===== config.mk =====
export PLATFORM = sky130hd
export DESIGN_NAME = irq_gate
export DESIGN_NICKNAME = d
export VERILOG_FILES = /design/src/rtl/irq_gate_pkg.sv /design/src/rtl/irq_enable_reg.sv /design/src/rtl/irq_pending_latch.sv /design/src/rtl/irq_bus_drive.sv /design/src/rtl/irq_gate.sv
export SDC_FILE = /design/constraint.sdc
export NUM_CORES = 1
export LEC_CHECK = 0
export BUFFER_PORTS_ARGS = -buffer_cell sky130_fd_sc_hd__buf_2
export CORE_AREA = 5 5 42 44
export CTS_BUF_LIST = sky130_fd_sc_hd__clkbuf_8
export CTS_CLUSTER_DIAMETER = 30
export CTS_CLUSTER_SIZE = 12
export DETAILED_ROUTE_END_ITERATION = 8
export DIE_AREA = 0 0 47 49
export PLACE_DENSITY = 0.68
export SLEW_MARGIN = 20
export SYNTH_ARGS = -nofsm -noshare
export SYNTH_HDL_FRONTEND = slang
export SYNTH_HIERARCHICAL = 1
export SYNTH_SLANG_ARGS = --single-unit

===== constraint.sdc =====
create_clock -name clk -period 0.8 [get_ports clk]
set_input_delay 0.16 -clock clk [delete_from_list [all_inputs] [get_ports clk]]
set_output_delay 0.16 -clock clk [all_outputs]
set_load 0.005 [all_outputs]

===== src/rtl/irq_gate_pkg.sv =====
package irq_gate_pkg;

   // Source selected onto the shared bus.
   typedef enum logic [1:0] {
      BUS_IDLE  = 2'd0,
      BUS_INDEX = 2'd1,
      BUS_FLAG  = 2'd2
   } bus_src_e;

   // How the request input is sampled.
   localparam int REQ_LEVEL = 0;
   localparam int REQ_EDGE  = 1;

endpackage


===== src/rtl/irq_enable_reg.sv =====
module irq_enable_reg (
   input  logic clk,
   input  logic rst_n,
   input  logic load,
   input  logic data,
   input  logic ack,
   output logic flag
);

   always_ff @(posedge clk or negedge rst_n) begin
      if (!rst_n)      flag <= 1'b0;
      else if (ack)    flag <= 1'b0;
      else if (load)   flag <= data;
   end

   assert_ack_clears_flag_R7: assert property (@(posedge clk) disable iff (!rst_n)
      ack |=> !flag);

   assert_load_writes_R2: assert property (@(posedge clk) disable iff (!rst_n)
      (load && !ack) |=> (flag == $past(data)));

   assert_flag_holds_R2: assert property (@(posedge clk) disable iff (!rst_n)
      (!load && !ack) |=> $stable(flag));

endmodule


===== src/rtl/irq_pending_latch.sv =====
module irq_pending_latch #(
   parameter int REQ_MODE = 0
) (
   input  logic clk,
   input  logic rst_n,
   input  logic req,
   input  logic ack,
   output logic pend
);
   import irq_gate_pkg::*;

   logic set_evt;

   generate
      if (REQ_MODE == REQ_EDGE) begin : g_edge
         logic req_q;
         always_ff @(posedge clk or negedge rst_n) begin
            if (!rst_n) req_q <= 1'b0;
            else        req_q <= req;
         end
         assign set_evt = req & ~req_q;
      end else begin : g_level
         assign set_evt = req;
      end
   endgenerate

   always_ff @(posedge clk or negedge rst_n) begin
      if (!rst_n) pend <= 1'b0;
      else        pend <= set_evt | (pend & ~ack);
   end

   initial begin
      assert (REQ_MODE == REQ_LEVEL || REQ_MODE == REQ_EDGE)
         else $error("irq_pending_latch: REQ_MODE must be level or edge");
   end

   assert_pend_holds_R3: assert property (@(posedge clk) disable iff (!rst_n)
      (pend && !ack) |=> pend);

   assert_ack_clears_R5: assert property (@(posedge clk) disable iff (!rst_n)
      (ack && !set_evt) |=> !pend);

   assert_collision_keeps_R6: assert property (@(posedge clk) disable iff (!rst_n)
      set_evt |=> pend);

endmodule


===== src/rtl/irq_bus_drive.sv =====
module irq_bus_drive #(
   parameter int BUS_W     = 32,
   parameter int IDX_W     = 4,
   parameter int DEV_INDEX = 1
) (
   input  logic             ack,
   input  logic             drive_flag,
   input  logic             flag,
   output logic             oe,
   output logic [BUS_W-1:0] data
);
   import irq_gate_pkg::*;

   localparam logic [IDX_W-1:0] IDX_VAL = IDX_W'(DEV_INDEX);

   bus_src_e src;

   always_comb begin
      if (ack)             src = BUS_INDEX;
      else if (drive_flag) src = BUS_FLAG;
      else                 src = BUS_IDLE;
   end

   always_comb begin
      data = '0;
      oe   = 1'b0;
      case (src)
         BUS_INDEX: begin
            data[IDX_W-1:0] = IDX_VAL;
            oe = 1'b1;
         end
         BUS_FLAG: begin
            data[0] = flag;
            oe = 1'b1;
         end
         default: begin
            data = '0;
            oe   = 1'b0;
         end
      endcase
   end

   initial begin
      assert (BUS_W >= IDX_W && IDX_W >= 1)
         else $error("irq_bus_drive: index field wider than bus");
      assert (DEV_INDEX >= 0 && DEV_INDEX < (1 << IDX_W))
         else $error("irq_bus_drive: DEV_INDEX does not fit IDX_W");
   end

   always_comb begin
      if (ack) assert_ack_index_R8: assert (oe && data == BUS_W'(DEV_INDEX));
      if (!ack && !drive_flag) assert_idle_R10: assert (!oe && data == '0);
   end

endmodule


===== src/rtl/irq_gate.sv =====
module irq_gate #(
   parameter int BUS_W     = 32,
   parameter int IDX_W     = 4,
   parameter int DEV_INDEX = 1,
   parameter int REQ_MODE  = 0
) (
   input  logic             clk,
   input  logic             rst_n,
   input  logic             irq_req,
   input  logic             ien_load,
   input  logic             ien_drive,
   input  logic             ien_data,
   input  logic             int_ack,
   output logic             take_int,
   output logic             ien_flag,
   output logic             bus_oe,
   output logic [BUS_W-1:0] bus_data
);

   logic pend;

   irq_enable_reg u_en (
      .clk   (clk),
      .rst_n (rst_n),
      .load  (ien_load),
      .data  (ien_data),
      .ack   (int_ack),
      .flag  (ien_flag)
   );

   irq_pending_latch #(.REQ_MODE(REQ_MODE)) u_pend (
      .clk   (clk),
      .rst_n (rst_n),
      .req   (irq_req),
      .ack   (int_ack),
      .pend  (pend)
   );

   irq_bus_drive #(.BUS_W(BUS_W), .IDX_W(IDX_W), .DEV_INDEX(DEV_INDEX)) u_bus (
      .ack        (int_ack),
      .drive_flag (ien_drive),
      .flag       (ien_flag),
      .oe         (bus_oe),
      .data       (bus_data)
   );

   assign take_int = ien_flag & pend;

   assert_take_needs_flag_R4: assert property (@(posedge clk) disable iff (!rst_n)
      take_int |-> ien_flag);

   assert_reset_quiet_R1: assert property (@(posedge clk)
      !rst_n |=> (!ien_flag && !take_int));

endmodule


Word-level counts from Yosys, hierarchy flattened:

Cells that the tools add are included.
Widths: inputs -> output; s select.

* logic and storage cells: 16
* bits of input ports: 7
* register bits after elaboration: 2

* bitwise operators: 4
* reduce and logical (&&, ||, !) cells: 2
* equality and inequality tests: 2
* muxes and demuxes: 6

Operators with widths (count)
* $mux 2: 2
* $mux 1: 3
* $and 1x1->1: 2
* $eq 2x1->1 const B: 1
* $eq 2x2->1 const B: 1
* $pmux 1 s2: 1
* $reduce_bool 2->1: 1
* $reduce_or 2->1: 1
* $not 1->1: 1
* $or 1x1->1: 1

Logic depth before layout (Yosys ltp):

* depth after elaboration: 5
* depth in mapped cells: 2
* mapped depth without buffers: 2

By module:

The synthesis kept the hierarchy.

Modules (own cells, without submodules)
* irq_bus_drive: cells an instance 34, seq. area each 0.0 sq um, area an instance 251.5 sq um, instances 1
* irq_enable_reg: cells an instance 3, seq. area each 25.0 sq um, area an instance 38.8 sq um, instances 1
* irq_pending_latch: cells an instance 3, seq. area each 25.0 sq um, area an instance 36.3 sq um, instances 1
* irq_gate: cells an instance 1, seq. area each 0.0 sq um, area an instance 6.3 sq um, instances 1

Least setup slack after synthesis:

OpenSTA, ideal clock, no wires.

* path type: flip-flop to output port
* from: register u_en.flag
* to: output port bus_data[0]
* required time: 640 ps
* stages on the path, launching flop included: 2
* arrival time: 603 ps
* setup slack: 37 ps
* cells stage by stage: dfrtp_1 -> a21o_2

* cells in the longest elaborated chain, start to end: 1

RTL lines
* from (decl): line irq_enable_reg.sv:7 `output logic flag`
* from (signal assigned): line irq_enable_reg.sv:13 `else if (load) flag <= data;`
* $pmux 1 s2: line irq_bus_drive.sv:27 `case (src)`
* to (decl): line irq_gate.sv:17 `output logic [BUS_W-1:0] bus_data`

Every way passes these cells.

Final worst setup path:

Same ends and word-level chain as after synthesis.

==> out/metrics.csv <==
stage,metric,value,unit
detailed_routing,starting DRC count in detailed routing,2,
detailed_routing,Vias,198,
logic_synthesis,Commonest cells post-synth,"buf_4 (31), dfrtp_1 (2)",
pwr,leakage power,0.227,nW
sta,total negative setup slack,-0.680,ns
min_path,Min-Delay Path Class,input port to register,
logic_synthesis,top cell type's share of synthesized area,69.9,%
logic_synthesis,register area share after synthesis,15.0,%
critical_path,Worst Setup End Kind,primary output,
die,Die ar.,2300,µm²
pwr,Clk pwr share,65.3,%
detailed_routing,Routed WL per cell,8.03,µm
logic_synthesis,mean area per synthesized cell,8.12,µm²
critical_path,reg2reg start,u_en/flag,
global_routing,first-pass GRT wire length,800,µm
clock_tree,root buf cell,clkbuf_8,
pwr,Peak VDD IR,0.735,mV
global_routing,total grt overflow,0,
clock_tree,clk sinks,2,
global_routing,via count of the first global-routing pass,186,
global_routing,gr usage total,5.36,%
critical_path,CP arrival,0.89,ns
logic_synthesis,top post-synthesis cells by area,"buf_4 (70%), dfrtp_1 (15%), mux2i_1 (3.0%)",
layout,Layout Nets,64,
sta,final clock skew,0,ns
sta,Final setup viols,4,
critical_path,critical path peak fanout,3,
clock_tree,Worst-Skew Late Latency,0.21,ns
placement,IO buf count,10,
critical_path,Worst Setup Start Kind,register,
sta,post-route setup slack,-0.246,ns
logic_synthesis,number of flops mapped to enable cells by yosys,0,
clock_tree,"Clk pin slew, worst setup/hold paths",0.03,ns
logic_synthesis,count of cell types in the netlist,10,
die,die height,49,µm
pwr,Pwr Density,1720,nW/µm²
sta,Highest Clock Rate,956,MHz
layout,area growth from synthesis to final layout,4.51,%
logic_synthesis,cell taking the most area after synthesis,buf_4,
sta,RSZ-0062 raised after global routing,true,
pwr,Flop pwr share,18.7,%
detailed_routing,post-route DRC violation count,0,
min_path,WHS Path Cells,2,
outcome,failing checks,negative setup slack,
die,FP Rows,14,
detailed_routing,drt total wl,570,µm
detailed_routing,First-pass DRT Iterations,4,
clock_tree,TritonCTS clock tree,yes,
layout,ANT cells,0,
critical_path,Worst Setup SP,u_en/flag,
detailed_routing,Vias/cell,2.79,
clock_tree,clock tree buffer depth,2,
pwr,Cell Int Power,464,µW
min_path,HP Start,irq_req,
placement,gp weighted congestion,0.695,
sta,fin crit share,131,%
logic_synthesis,Synth Warn #,6,
logic_synthesis,Yosys reg bits,2,
sta,Final Max Tran Viols,0,
critical_path,Crit Path Category,register to primary output,
layout,post-route insts no fill,71,
detailed_routing,Final ANT Viol Nets,0,
sta,fin crit period,1.05,ns
global_routing,largest net degree at the start of global routing,5,
critical_path,Worst EP required,0.64,ns
outcome,outcome,"complete, but fails checks",
logic_synthesis,Synth Instances,41,
die,Starting Density,23.7,%
die,area of the core,1400,µm²
die,I/O pin count,42,
run,Max Cap Viol,0,
logic_synthesis,Async SR Flop Fraction,100,%
sta,final hold viol count,0,
logic_synthesis,Mapped Area,333,µm²
die,die width,47,µm
pwr,Comb power frac,16.1,%
critical_path,R2R cell count,3,
global_routing,initial antenna violation count,0,
logic_synthesis,ys flop type,dfrtp_1,
pwr,Psw,135,µW
clock_tree,Num CTS Buffers,3,
clock_tree,H-tree lvl count,1,
pwr,switching portion of total power,22.5,%
layout,ratio of cells with drive above 1 in the final layout,27.3,%
logic_synthesis,top-count cell post-synth,buf_4,
placement,DP Wirelength,476,µm
placement,# placed instances,67,
==> kinds of logic after synthesis <==
kind of cell | count (synthesis) | synth area share [%]
AND/OR/NAND/NOR | 3 | 4.89
buffers and inverters | 32 | 71.1
multiplexers | 1 | 3.01
AO/OA/AOI/OAI | 2 | 4.89
other | 1 | 1.13
flip-flops | 2 | 15.0
==> power by group through the flow <==
stage	clock [mW]	combinational, mW	sequential (mW)
2_1_floorplan	0	0.158	0.113
3_3_place_gp	0	0.0828	0.113
3_5_place_dp	0	0.0835	0.113
4_1_cts	0.408	0.0876	0.112
5_1_grt	0.425	0.111	0.112
6_report	0.391	0.0962	0.112
==> worst paths after layout <==
check / to / slack [ns]
max: bus_data[0] / -0.25
max reg2reg: u_en/flag / -0.02
min: u_pend/pend / 0.13
min in group asynchronous: u_pend/pend / 0.28
min reg2reg: u_pend/pend / 0.47
max in group asynchronous: u_en/flag / 0.42
==> what timing repair did <==
item | in CTS | in global routing
setup endpoints to repair | 4 | 5
hold endpoints to repair | 2 | 0
buffers inserted | 0 | 0
gates resized for setup | 0 | 1
hold buffers | 1 | 0
pin swaps | 1 | 1
==> sequential cells by signal, indices dropped and copies added (netlist names) <==
| register | cells |
|---|---|
| u_en/flag | 1 |
| u_pend/pend | 1 |
==> metal layers <==
| layer | vias up | track usage [%] | part of all wire [%] |
|---|---|---|---|
| li1 | 90 | - | - |
| met3 | 2 | 2.21 | 16 |
| met5 | - | 0 | 0 |
| met2 | 18 | 7.92 | 60 |
| met1 | 88 | 3.74 | 22 |
| met4 | 0 | 8.29 | 1.6 |
==> worst max-delay path: stages (launching register included) <==
cell	delay [ns]
dfrtp_1	0.37
a21o_2	0.20
buf_6	0.11
==> final cells by class <==
class / count / area [µm²]
Fill cell: 168 / 1050
Multi-Input combinational cell: 37 / 159
Timing Repair Buffer: 12 / 73.8
Sequential cell: 2 / 50.0
Clock buffer: 3 / 41.3
Tap cell: 16 / 20.0
Inverter: 1 / 3.75
==> metrics by stage <==
step                      utilization [%]  cell area, µm²  power (mW)  setup slack [ns]  hold slack, ns
final                                24.8             348       0.599            -0.246           0.134
after global routing                 24.8             348       0.649            -0.281           0.125
after CTS                            24.4             342       0.607            -0.253           0.131
after detailed placement             20.7             290       0.196           -0.0499         -0.0533
after global placement               20.7             290       0.196           -0.0623         -0.0533
after floorplan                         -             445       0.271            0.0374          -0.136
==> layout by cell type (no fill, tap or decap), drive strengths merged <==
| cell type | netlist | routed |
|---|---|---|
| nor2 | 1 | 1 |
| conb | 1 | 31 |
| dlygate4sd3 | 0 | 1 |
| buf | 31 | 11 |
| or2 | 1 | 1 |
| and2 | 1 | 1 |
| clkbuf | 0 | 3 |
| inv | 1 | 1 |
| dfrtp | 2 | 2 |
| mux2i | 1 | 1 |
| a21o | 2 | 2 |
No activity file was read; power rests on OpenSTA's default activity.
